--- src/rtl/adc_rr_pkg.sv ---
package adc_rr_pkg;
    localparam int ADDR_W = 2;
    localparam logic [ADDR_W-1:0] A_LOW  = 2'd0;
    localparam logic [ADDR_W-1:0] A_HIGH = 2'd1;
    localparam logic [ADDR_W-1:0] A_CTRL = 2'd2;
    localparam int CB_LEFT = 0;
    localparam int CB_IE   = 1;
    localparam int CB_FLAG = 2;
endpackage

--- src/rtl/adc_rr_format.sv ---
module adc_rr_format #(
    parameter int RES_W = 10,
    parameter int BUS_W = 8
) (
    input  logic [RES_W-1:0] res_i,
    input  logic             left_i,
    output logic [BUS_W-1:0] low_o,
    output logic [BUS_W-1:0] high_o
);
    localparam int EXTRA = RES_W - BUS_W;
    localparam int PAD   = BUS_W - EXTRA;

    logic [BUS_W-1:0] r_low, r_high, l_low, l_high;

    always_comb begin
        r_low  = res_i[BUS_W-1:0];
        r_high = {{PAD{1'b0}}, res_i[RES_W-1:BUS_W]};
        l_high = res_i[RES_W-1:EXTRA];
        l_low  = {res_i[EXTRA-1:0], {PAD{1'b0}}};
        low_o  = left_i ? l_low  : r_low;
        high_o = left_i ? l_high : r_high;
    end
endmodule

--- src/rtl/adc_rr_irq.sv ---
module adc_rr_irq (
    input  logic clk,
    input  logic rst,
    input  logic set_i,
    input  logic clr_i,
    input  logic en_i,
    output logic flag_o,
    output logic irq_o
);
    logic flag_d, flag_q;

    always_comb begin
        flag_d = flag_q;
        if (clr_i) flag_d = 1'b0;
        if (set_i) flag_d = 1'b1;
    end

    always_ff @(posedge clk) begin
        if (rst) flag_q <= 1'b0;
        else     flag_q <= flag_d;
    end

    assign flag_o = flag_q;
    assign irq_o  = flag_q & en_i;
endmodule

--- src/rtl/adc_result_regs.sv ---
module adc_result_regs
    import adc_rr_pkg::*;
#(
    parameter int RES_W = 10,
    parameter int BUS_W = 8
) (
    input  logic              clk,
    input  logic              rst,
    input  logic              conv_done_i,
    input  logic [RES_W-1:0]  conv_data_i,
    input  logic [ADDR_W-1:0] bus_addr_i,
    input  logic              bus_rd_i,
    input  logic              bus_wr_i,
    input  logic [BUS_W-1:0]  bus_wdata_i,
    output logic [BUS_W-1:0]  bus_rdata_o,
    output logic              irq_o
);
    typedef struct packed {
        logic [RES_W-1:0] res;
        logic             lock;
        logic             left;
        logic             ie;
    } st_t;

    st_t st_d, st_q;
    logic rd_low, rd_high, wr_ctrl, take, flag;
    logic [BUS_W-1:0] lo_fmt, hi_fmt, ctrl_byte;
    logic unused_wdata;

    assign unused_wdata = ^bus_wdata_i[BUS_W-1:CB_FLAG+1];

    always_comb begin
        rd_low  = bus_rd_i && (bus_addr_i == A_LOW);
        rd_high = bus_rd_i && (bus_addr_i == A_HIGH);
        wr_ctrl = bus_wr_i && (bus_addr_i == A_CTRL);
        take    = conv_done_i && !st_q.lock && !rd_low;

        st_d = st_q;
        if (take) st_d.res = conv_data_i;
        if (wr_ctrl) begin
            st_d.left = bus_wdata_i[CB_LEFT];
            st_d.ie   = bus_wdata_i[CB_IE];
        end
        if (rd_low)       st_d.lock = 1'b1;
        else if (rd_high) st_d.lock = 1'b0;
    end

    always_ff @(posedge clk) begin
        if (rst) st_q <= '0;
        else     st_q <= st_d;
    end

    adc_rr_format #(.RES_W(RES_W), .BUS_W(BUS_W)) u_fmt (
        .res_i  (st_q.res),
        .left_i (st_q.left),
        .low_o  (lo_fmt),
        .high_o (hi_fmt)
    );

    adc_rr_irq u_irq (
        .clk    (clk),
        .rst    (rst),
        .set_i  (conv_done_i),
        .clr_i  (wr_ctrl && bus_wdata_i[CB_FLAG]),
        .en_i   (st_q.ie),
        .flag_o (flag),
        .irq_o  (irq_o)
    );

    always_comb begin
        ctrl_byte          = '0;
        ctrl_byte[CB_LEFT] = st_q.left;
        ctrl_byte[CB_IE]   = st_q.ie;
        ctrl_byte[CB_FLAG] = flag;
        case (bus_addr_i)
            A_LOW:   bus_rdata_o = lo_fmt;
            A_HIGH:  bus_rdata_o = hi_fmt;
            A_CTRL:  bus_rdata_o = ctrl_byte;
            default: bus_rdata_o = '0;
        endcase
    end
endmodule

--- config.mk ---
export PLATFORM = sky130hd
export DESIGN_NAME = adc_result_regs
export DESIGN_NICKNAME = d
export VERILOG_FILES = /design/src/rtl/adc_rr_pkg.sv /design/src/rtl/adc_rr_format.sv /design/src/rtl/adc_rr_irq.sv /design/src/rtl/adc_result_regs.sv
export SDC_FILE = /design/constraint.sdc
export NUM_CORES = 1
export LEC_CHECK = 0
export BUFFER_PORTS_ARGS = -buffer_cell sky130_fd_sc_hd__buf_2
export CAP_MARGIN = 20
export CORE_UTILIZATION = 30
export CTS_CLUSTER_SIZE = 14
export DETAILED_ROUTE_END_ITERATION = 6
export SLEW_MARGIN = 0
export SYNTH_ARGS = -nofsm -noshare
export SYNTH_HDL_FRONTEND = slang
export SYNTH_SLANG_ARGS = --single-unit
--- constraint.sdc ---
create_clock -name clk -period 0.9 [get_ports clk]
set_input_delay 0.045 -clock clk [delete_from_list [all_inputs] [get_ports clk]]
set_output_delay 0.045 -clock clk [all_outputs]
set_load 0.03 [all_outputs]
==> impl_results.html, run 1 <==
<table>
<tr><th>Metric</th><th>Value</th></tr>
<tr><th colspan="2">Clocking</th></tr>
<tr><td>Number of buffers created by CTS</td><td>3</td></tr>
<tr><td>Root buffer cell</td><td>sky130_fd_sc_hd__clkbuf_4</td></tr>
<tr><td>TritonCTS clock tree</td><td>built</td></tr>
<tr><td>CTS max path bufs</td><td>2</td></tr>
<tr><td>Clock sink count</td><td>14</td></tr>
<tr><td>Reg clk slew, reported paths</td><td>approximately 0.080 ns</td></tr>
<tr><td>Clock network latency to the later pin of the worst-skew pair</td><td>between 0.2 and 0.3 ns</td></tr>
<tr><td>Number of levels in the clock H-tree</td><td>1</td></tr>
<tr><th colspan="2">Drt</th></tr>
<tr><td>Wire length per cell after detailed routing</td><td>12.6 um</td></tr>
<tr><td>Length of the first detailed-routing pass in iterations</td><td>2</td></tr>
<tr><td>Post-route DRC violation count</td><td>0</td></tr>
<tr><td>Detailed Route Iter0 Violations</td><td>4</td></tr>
<tr><td>ANT nets after route</td><td>0</td></tr>
<tr><td>Sum of routed wire length over all layers</td><td>about 2100 um</td></tr>
<tr><td>Vias</td><td>a little under 800</td></tr>
<tr><td>Vias per inst</td><td>about 4.7</td></tr>
<tr><th colspan="2">Floorplan</th></tr>
<tr><td>Width of the chip</td><td>54.7 um</td></tr>
<tr><td>Initial cell density of the core</td><td>32.7%</td></tr>
<tr><td>Total die area</td><td>between 2000 and 3000 um^2</td></tr>
<tr><td>Core footprint</td><td>between 2000 and 3000 um^2</td></tr>
<tr><td>Num rows</td><td>18</td></tr>
<tr><td>Number of top-level pins</td><td>34</td></tr>
<tr><td>Die Y</td><td>between 50 and 60 um</td></tr>
<tr><th colspan="2">Final layout</th></tr>
<tr><td>Multi-input gate area</td><td>about 660 um^2</td></tr>
<tr><td>Most common cell after layout, fill and taps aside</td><td>sky130_fd_sc_hd__nand2b_1</td></tr>
<tr><td>Antenna fix cells</td><td>0</td></tr>
<tr><td>Final layout net count</td><td>162</td></tr>
<tr><td>Area used by sequential logic in the layout</td><td>between 200 and 300 um^2</td></tr>
<tr><td>Most frequent cells in the layout</td><td>21 x sky130_fd_sc_hd__nand2b_1, 20 x sky130_fd_sc_hd__buf_2, 12 x sky130_fd_sc_hd__buf_4</td></tr>
<tr><td>Layout cells sized above 1</td><td>between 50% and 60%</td></tr>
<tr><td>Area Overhead vs Synth</td><td>61.2%</td></tr>
<tr><td>Filler instances</td><td>about 250</td></tr>
<tr><td>Final cell utilization of the core</td><td>between 50% and 60%</td></tr>
<tr><th colspan="2">Placement</th></tr>
<tr><td>Weighted congestion reported at the end of routability-driven placement</td><td>a little under 0.7</td></tr>
<tr><td>Final HPWL from detailed placement</td><td>about 1400 um</td></tr>
<tr><td>Input/output buffers</td><td>28</td></tr>
<tr><th colspan="2">Logic synthesis</th></tr>
<tr><td>Fraction of the mapped netlist area in compound gates</td><td>9.77%</td></tr>
<tr><td>Xor and xnor area share after synthesis</td><td>0%</td></tr>
<tr><td>Combinational family with the most area after synthesis</td><td>simple AND/OR/NAND/NOR gates</td></tr>
<tr><td>Synth Area in Simple Gates</td><td>between 30% and 40%</td></tr>
<tr><td>Portion of the post-synthesis area used by sequential elements</td><td>between 30% and 40%</td></tr>
<tr><td>Share of synthesized area spent on multiplexers</td><td>between 10% and 20%</td></tr>
<tr><td>Synth warn</td><td>0</td></tr>
<tr><td>Synthesis-stage register bit count</td><td>14</td></tr>
<tr><td>Netlist cell types</td><td>25</td></tr>
<tr><td>Cells after Synth</td><td>95</td></tr>
<tr><td>Netlist area before placement</td><td>832 um^2</td></tr>
<tr><td>Adder-cell area share of the yosys netlist</td><td>0%</td></tr>
<tr><td>Avg Cell Area, Syn</td><td>between 8 and 9 um^2</td></tr>
<tr><td>Net count of the mapped netlist</td><td>between 100 and 150</td></tr>
<tr><th colspan="2">Pwr</th></tr>
<tr><td>Combinational power share</td><td>between 20% and 30%</td></tr>
<tr><td>Reported net switching power</td><td>between 0.4 and 0.5 mW</td></tr>
<tr><td>Fraction of power consumed by the clock network</td><td>between 20 and 30%</td></tr>
<tr><td>Worst vdd ir</td><td>1060 uV</td></tr>
<tr><td>Reg power frac</td><td>a little under half</td></tr>
<tr><td>PD cells</td><td>around 1200 nW/um^2</td></tr>
<tr><td>Switching Fraction</td><td>between 20% and 30%</td></tr>
<tr><td>P_int</td><td>approximately 1.1 mW</td></tr>
<tr><td>Reported leakage power</td><td>0.553 nW</td></tr>
<tr><th colspan="2">Setup path</th></tr>
<tr><td>Reg2Reg Depth</td><td>3</td></tr>
<tr><td>Reg-to-reg slack, setup</td><td>-0.12 ns</td></tr>
<tr><td>Worst Setup Start Kind</td><td>register</td></tr>
<tr><td>Worst Setup Path Type</td><td>register to output port</td></tr>
<tr><td>Arrival time of the worst setup path</td><td>roughly 1.3 ns</td></tr>
<tr><td>Max Fanout on Critical Path</td><td>13</td></tr>
<tr><td>Reg2Reg Launch Point</td><td>st_q[2]$_SDFFE_PP0P_</td></tr>
<tr><td>Worst Setup EP</td><td>bus_rdata_o[2]</td></tr>
<tr><td>Source of the critical timing path</td><td>ctrl_byte[0]$_SDFFE_PP0P_</td></tr>
<tr><td>Setup crit end kind</td><td>output port</td></tr>
<tr><td>Reg2Reg Capture Point</td><td>st_q[11]$_SDFFE_PP0P_</td></tr>
<tr><td>Required time worst endpoint</td><td>0.85 ns</td></tr>
<tr><th colspan="2">Worst hold path</th></tr>
<tr><td>Class of the most critical hold timing path</td><td>input pin to register</td></tr>
<tr><th colspan="2">Timing</th></tr>
<tr><td>Worst hold slack</td><td>~0.0098 ns</td></tr>
<tr><td>Final setup fails</td><td>19</td></tr>
<tr><td>Final Max Slew Viols</td><td>0</td></tr>
<tr><td>Fmax</td><td>0.771 GHz</td></tr>
<tr><td>Slew HR</td><td>79.0%</td></tr>
<tr><td>Total Neg Setup Slack</td><td>-3.80 ns</td></tr>
<tr><td>Unrepaired setup endpoints after global routing</td><td>yes</td></tr>
<tr><td>Minimum period implied by the final worst setup slack</td><td>1.30 ns</td></tr>
<tr><td>Final Hold Viols</td><td>0</td></tr>
<tr><td>Least setup slack across all paths after layout</td><td>-0.396 ns</td></tr>
<tr><td>Period utilisation layout</td><td>144%</td></tr>
<tr><td>Largest clock skew in the final design</td><td>0.000588 ns</td></tr>
<tr><td>Worst slew pin tran</td><td>~0.31 ns</td></tr>
<tr><th colspan="2">GRT</th></tr>
<tr><td>Wire length of the first global-routing pass</td><td>3370 um</td></tr>
<tr><td>Maximum number of pins on one net before global-route repair</td><td>25</td></tr>
<tr><td>Antenna violations before repair</td><td>0</td></tr>
<tr><td>Global router's overall resource usage</td><td>16.4%</td></tr>
<tr><td>Remaining global-route overflow</td><td>0</td></tr>
<tr><td>Number of global-route vias before repair</td><td>around 800</td></tr>
<tr><th colspan="2">Status</th></tr>
<tr><td>Violations in the final reports</td><td>setup timing</td></tr>
<tr><td>Result of the run</td><td>complete, but fails checks</td></tr>
<tr><th colspan="2">Run</th></tr>
<tr><td>Maximum Capacitance Violations</td><td>0</td></tr>
</table>
cell type report:
type,instances,share of cell area [%]
flip-flops and latches,14,21.8
repair buffers,43,23.3
multi-input cells,75,49.3
clock buffers,4,2.71
well taps,30,2.80
state kept, by name (all words and copies together) (netlist names):
signal / count
st_q: 11
ctrl_byte: 2
u_irq.flag_o: 1
per-layer routing:
metal / GRT usage (%) / up-vias / part of all wire [%]
li1: - / 408 / -
met1: 17.7 / 362 / 45
met2: 29.5 / 13 / 51
met3: 5.00 / 2 / 3.0
met4: 5.98 / 0 / 0.91
met5: 0 / - / 0
synthesized netlist by cell type:
library cell | number | share of area, %
sky130_fd_sc_hd__a21oi_1 | 7 | 4.2
sky130_fd_sc_hd__and2_1 | 1 | 0.75
sky130_fd_sc_hd__and3_1 | 1 | 0.75
sky130_fd_sc_hd__and3b_1 | 1 | 1.1
sky130_fd_sc_hd__buf_2 | 1 | 0.60
sky130_fd_sc_hd__buf_4 | 1 | 0.90
sky130_fd_sc_hd__buf_6 | 1 | 1.4
sky130_fd_sc_hd__clkbuf_1 | 3 | 1.4
sky130_fd_sc_hd__dfxtp_1 | 14 | 34
sky130_fd_sc_hd__mux2i_1 | 12 | 14
sky130_fd_sc_hd__nand2_1 | 7 | 3.2
sky130_fd_sc_hd__nand2b_1 | 21 | 16
sky130_fd_sc_hd__nand3_1 | 5 | 3.0
sky130_fd_sc_hd__nand3b_4 | 1 | 2.4
sky130_fd_sc_hd__nand4b_1 | 1 | 1.1
sky130_fd_sc_hd__nor2_1 | 3 | 1.4
sky130_fd_sc_hd__nor2b_1 | 3 | 2.3
sky130_fd_sc_hd__nor3_1 | 1 | 0.60
sky130_fd_sc_hd__nor3b_1 | 3 | 2.7
sky130_fd_sc_hd__nor3b_2 | 2 | 3.0
sky130_fd_sc_hd__o21ai_0 | 1 | 0.60
sky130_fd_sc_hd__o21ai_1 | 1 | 0.60
sky130_fd_sc_hd__o21ba_2 | 2 | 2.4
sky130_fd_sc_hd__o311ai_0 | 1 | 1.1
sky130_fd_sc_hd__o31ai_1 | 1 | 0.90
power by group through the flow:
stage / logic (mW) / registers (mW) / clock network, mW
4_1_cts: 0.398 / 0.698 / 0.464
5_1_grt: 0.427 / 0.705 / 0.489
6_report: 0.398 / 0.699 / 0.445
2_1_floorplan: 0.231 / 0.696 / 0
3_5_place_dp: 0.345 / 0.707 / 0
3_3_place_gp: 0.336 / 0.707 / 0
critical path: stages, from the launching register on:
cell                      delay (ns)
sky130_fd_sc_hd__dfxtp_4        0.45
sky130_fd_sc_hd__and3_1         0.18
sky130_fd_sc_hd__a21oi_1        0.05
sky130_fd_sc_hd__o21ai_2        0.15
sky130_fd_sc_hd__buf_6          0.15
worst min path at each step:
stage	endpoint	from	cells past startpoint	slack (ns)
after floorplan	ctrl_byte[0]$_SDFFE_PP0P_	bus_wdata_i[0]	2	0.18
after CTS	st_q[4]$_SDFFE_PP0P_	conv_data_i[1]	3	0.003
after detailed placement	ctrl_byte[0]$_SDFFE_PP0P_	bus_wdata_i[0]	3	0.30
after global placement	ctrl_byte[1]$_SDFFE_PP0P_	bus_wdata_i[1]	3	0.30
final	st_q[4]$_SDFFE_PP0P_	conv_data_i[1]	3	0.01
after global routing	st_q[7]$_SDFFE_PP0P_	conv_data_i[4]	3	0.02
logic make-up (layout without fill, tap and decap cells):
logic type,count (synthesis),in the layout
and+or+nand+nor,50,50
DFF,14,14
muxes,12,12
AOI/OAI and AO/OA,13,13
buffers and inverters,6,47
timing repair:
item / CTS / global route
setup endpoints to repair: 19 / 19
cloned: 1 / 0
resized for setup: 31 / 2
endpoints found under the hold margin: 1 / 0
buffers inserted: 1 / 0
pin swaps: 1 / 1
hold buffers: 1 / 0
per-stage QoR:
| stage | cells | area (um^2) | total power [mW] | setup slack, ns |
|---|---|---|---|---|
| floorplan | 95 | 955 | 0.927 | -0.0227 |
| global placement | 159 | 1180 | 1.04 | -0.211 |
| detailed placement | 159 | 1180 | 1.05 | -0.238 |
| CTS | 166 | 1340 | 1.56 | -0.406 |
| global route | 166 | 1340 | 1.62 | -0.470 |
| finish | 166 | 1340 | 1.54 | -0.396 |
Note: power is estimated with default switching activity, not from simulation.
==> inputs of run 2 (changes only) <==
- CORE_UTILIZATION: 30 -> 35
==> impl_results.html, run 2 (synthesis gave the netlist of run 1 again) <==
<table>
<tr><th>Metric</th><th>Value</th></tr>
<tr><th colspan="2">GRT</th></tr>
<tr><td>Antenna violations before repair</td><td>0 (unchanged)</td></tr>
<tr><td>Global router's overall resource usage</td><td>16.9% (was 16.4%)</td></tr>
<tr><td>Maximum number of pins on one net before global-route repair</td><td>25 (unchanged)</td></tr>
<tr><td>Wire length of the first global-routing pass</td><td>3200 um (was 3370 um)</td></tr>
<tr><td>Number of global-route vias before repair</td><td>750 (was 799)</td></tr>
<tr><td>Remaining global-route overflow</td><td>0 (unchanged)</td></tr>
<tr><th colspan="2">Placement</th></tr>
<tr><td>Weighted congestion reported at the end of routability-driven placement</td><td>0.773 (was 0.679)</td></tr>
<tr><td>Total cell area at the placement stage</td><td>1200 um^2 (was 1180 um^2)</td></tr>
<tr><td>Input/output buffers</td><td>28 (unchanged)</td></tr>
<tr><td>Final HPWL from detailed placement</td><td>1380 um (was 1420 um)</td></tr>
<tr><th colspan="2">Run</th></tr>
<tr><td>Maximum Capacitance Violations</td><td>0 (unchanged)</td></tr>
<tr><th colspan="2">Drt</th></tr>
<tr><td>Wire length on met1</td><td>902 um (was 932 um)</td></tr>
<tr><td>Sum of routed wire length over all layers</td><td>1910 um (was 2090 um)</td></tr>
<tr><td>Highest routing layer actually used</td><td>met4 (unchanged)</td></tr>
<tr><td>Length of the first detailed-routing pass in iterations</td><td>2 (unchanged)</td></tr>
<tr><td>Post-route DRC violation count</td><td>0 (unchanged)</td></tr>
<tr><td>Vias</td><td>774 (was 785)</td></tr>
<tr><td>ANT nets after route</td><td>0 (unchanged)</td></tr>
<tr><td>Met2 routed wirelength</td><td>939 um (was 1080 um)</td></tr>
<tr><td>Detailed Route Iter0 Violations</td><td>2 (was 4)</td></tr>
<tr><td>Wire length per cell after detailed routing</td><td>11.6 um (was 12.6 um)</td></tr>
<tr><td>Vias per inst</td><td>4.72 (was 4.73)</td></tr>
<tr><td>Wire length on met3</td><td>55 um (was 63 um)</td></tr>
<tr><th colspan="2">Final layout</th></tr>
<tr><td>Final layout net count</td><td>163 (was 162)</td></tr>
<tr><td>Area of all placed cells without fillers</td><td>1380 um^2 (was 1340 um^2)</td></tr>
<tr><td>Most common cell after layout, fill and taps aside</td><td>sky130_fd_sc_hd__nand2b_1 (unchanged)</td></tr>
<tr><td>Area Overhead vs Synth</td><td>65.3% (was 61.2%)</td></tr>
<tr><td>Most frequent cells in the layout</td><td>21 x sky130_fd_sc_hd__nand2b_1, 19 x sky130_fd_sc_hd__buf_2, 11 x sky130_fd_sc_hd__buf_6, 11 x sky130_fd_sc_hd__buf_4, 10 x sky130_fd_sc_hd__mux2i_1 (was 21 x sky130_fd_sc_hd__nand2b_1, 20 x sky130_fd_sc_hd__buf_2, 12 x sky130_fd_sc_hd__buf_4)</td></tr>
<tr><td>Antenna fix cells</td><td>0 (unchanged)</td></tr>
<tr><td>Layout cells sized above 1</td><td>54.4% (unchanged)</td></tr>
<tr><td>Register with the most flip-flops</td><td>st_q (unchanged)</td></tr>
<tr><td>Max reg flops</td><td>11 (unchanged)</td></tr>
<tr><th colspan="2">Worst hold path</th></tr>
<tr><td>Class of the most critical hold timing path</td><td>input pin to register (unchanged)</td></tr>
<tr><th colspan="2">Timing</th></tr>
<tr><td>Final Max Slew Viols</td><td>0 (unchanged)</td></tr>
<tr><td>Slew HR</td><td>79.4% (was 79.0%)</td></tr>
<tr><td>Least setup slack across all paths after layout</td><td>-0.387 ns (was -0.396 ns)</td></tr>
<tr><td>Minimum period implied by the final worst setup slack</td><td>1.29 ns (was 1.30 ns)</td></tr>
<tr><td>Worst slew pin tran</td><td>0.309 ns (was 0.314 ns)</td></tr>
<tr><td>Fmax</td><td>0.777 GHz (was 0.771 GHz)</td></tr>
<tr><td>Unrepaired setup endpoints after global routing</td><td>yes (unchanged)</td></tr>
<tr><td>Largest clock skew in the final design</td><td>0.00632 ns (was 0.000588 ns)</td></tr>
<tr><td>Final setup fails</td><td>19 (unchanged)</td></tr>
<tr><td>Final Hold Viols</td><td>0 (unchanged)</td></tr>
<tr><td>Period utilisation layout</td><td>143% (was 144%)</td></tr>
<tr><td>Total Neg Setup Slack</td><td>-3.52 ns (was -3.80 ns)</td></tr>
<tr><th colspan="2">Setup path</th></tr>
<tr><td>Arrival time of the worst setup path</td><td>1.24 ns (was 1.25 ns)</td></tr>
<tr><td>Worst Setup Path Type</td><td>register to output port (unchanged)</td></tr>
<tr><td>Worst path max stage delay</td><td>0.37 ns (was 0.45 ns)</td></tr>
<tr><td>Worst Setup Start Kind</td><td>register (unchanged)</td></tr>
<tr><td>Max Fanout on Critical Path</td><td>5 (was 13)</td></tr>
<tr><td>Ordered cell list for the critical path</td><td>buf_4 -&gt; nor2b_1 -&gt; o21ba_4 -&gt; buf_6 (was and3_1 -&gt; a21oi_1 -&gt; o21ai_2 -&gt; buf_6)</td></tr>
<tr><td>Setup crit end kind</td><td>output port (unchanged)</td></tr>
<tr><td>Required time worst endpoint</td><td>0.85 ns (about the same)</td></tr>
<tr><td>Slowest cell on the critical path</td><td>sky130_fd_sc_hd__dfxtp_4 (unchanged)</td></tr>
<tr><th colspan="2">Clocking</th></tr>
<tr><td>Number of levels in the clock H-tree</td><td>1 (unchanged)</td></tr>
<tr><td>TritonCTS clock tree</td><td>built (unchanged)</td></tr>
<tr><td>Root buffer cell</td><td>sky130_fd_sc_hd__clkbuf_4 (unchanged)</td></tr>
<tr><td>Reg clk slew, reported paths</td><td>0.08 ns (about the same)</td></tr>
<tr><td>Clock network latency to the later pin of the worst-skew pair</td><td>0.27 ns (about the same)</td></tr>
<tr><td>Number of buffers created by CTS</td><td>3 (unchanged)</td></tr>
<tr><td>CTS max path bufs</td><td>2 (unchanged)</td></tr>
<tr><td>Clock sink count</td><td>14 (unchanged)</td></tr>
<tr><th colspan="2">Pwr</th></tr>
<tr><td>Combinational power share</td><td>28.6% (was 25.8%)</td></tr>
<tr><td>PD cells</td><td>1050 nW/um^2 (was 1150 nW/um^2)</td></tr>
<tr><td>Switching Fraction</td><td>28.0% (was 27.4%)</td></tr>
<tr><td>Worst vdd ir</td><td>869 uV (was 1060 uV)</td></tr>
<tr><td>Fraction of power consumed by the clock network</td><td>23.2% (was 28.9%)</td></tr>
<tr><td>P_int</td><td>1.04 mW (was 1.12 mW)</td></tr>
<tr><td>Reg power frac</td><td>48.2% (was 45.3%)</td></tr>
<tr><td>Reported leakage power</td><td>0.562 nW (was 0.553 nW)</td></tr>
<tr><td>Reported net switching power</td><td>0.406 mW (was 0.422 mW)</td></tr>
<tr><th colspan="2">Floorplan</th></tr>
<tr><td>Initial cell density of the core</td><td>37.3% (was 32.7%)</td></tr>
<tr><td>Number of top-level pins</td><td>34 (unchanged)</td></tr>
<tr><td>Width of the chip</td><td>50.8 um (was 54.7 um)</td></tr>
<tr><td>Num rows</td><td>17 (was 18)</td></tr>
<tr><td>Die Y</td><td>50.8 um (was 54.7 um)</td></tr>
<tr><td>Core footprint</td><td>2230 um^2 (was 2540 um^2)</td></tr>
<tr><td>Total die area</td><td>2580 um^2 (was 2990 um^2)</td></tr>
<tr><th colspan="2">Status</th></tr>
<tr><td>Violations in the final reports</td><td>setup timing (unchanged)</td></tr>
<tr><td>Result of the run</td><td>complete, but fails checks (unchanged)</td></tr>
</table>
run 2: routing by layer:
| metal | track usage, % | vias to the layer above |
|---|---|---|
| met3 | 3.64 | 2 |
| li1 | - | 409 |
| met2 | 28.9 | 18 |
| met5 | 0 | - |
| met1 | 20.2 | 345 |
| met4 | 6.94 | 0 |
run 2: worst paths after layout:
check | start | endpoint | slack [ns] | cells past startpoint
max | ctrl_byte[0]$_SDFFE_PP0P_ | bus_rdata_o[6] | -0.39 | 4
min | conv_data_i[1] | st_q[4]$_SDFFE_PP0P_ | 0.01 | 3
max reg2reg | st_q[2]$_SDFFE_PP0P_ | st_q[10]$_SDFFE_PP0P_ | -0.08 | 3
min reg2reg | ctrl_byte[1]$_SDFFE_PP0P_ | ctrl_byte[1]$_SDFFE_PP0P_ | 0.47 | 2
run 2: layout make-up:
| type | count | area, um^2 |
|---|---|---|
| tap | 28 | 35.0 |
| sequential | 14 | 290 |
| fill | 191 | 858 |
| timing repair buffer | 44 | 352 |
| clock buffer | 3 | 22.5 |
| multi-input combinational | 75 | 676 |
run 2: metrics by stage:
stage | hold WS [ns] | worst slack (ns) | power (mW) | cells | utilization [%]
floorplan | 0.185 | -0.0227 | 0.927 | 95 | -
global placement | 0.305 | -0.192 | 1.06 | 157 | 53.7
detailed placement | 0.309 | -0.207 | 1.07 | 157 | 53.7
CTS | 0.00675 | -0.400 | 1.47 | 164 | 60.7
global route | 0.0131 | -0.443 | 1.54 | 164 | 61.6
finish | 0.0140 | -0.387 | 1.45 | 164 | 61.6
run 2: worst max-delay path: cells and delay by family, from the launching register on:
family                 cells  cell delay, ns
AO/OA/AOI/OAI              1            0.19
buffers and inverters      2            0.27
flip-flops                 1            0.37
AND/OR/NAND/NOR            1            0.13
run 2: power groups by stage:
stage	Clock [mW]	Sequential, mW	Combinational [mW]
after floorplan	0	0.696	0.231
after global placement	0	0.708	0.354
after detailed placement	0	0.709	0.361
after CTS	0.360	0.696	0.411
after global routing	0.388	0.704	0.444
final	0.336	0.698	0.414
run 2: repair_timing:
item	4_1_cts	5_1_grt
pin swaps	3	3
endpoints found under the setup margin	19	19
cloned	0	0
hold endpoints to repair	1	0
hold buffers	1	0
resized for setup	32	4
buffers inserted	3	0
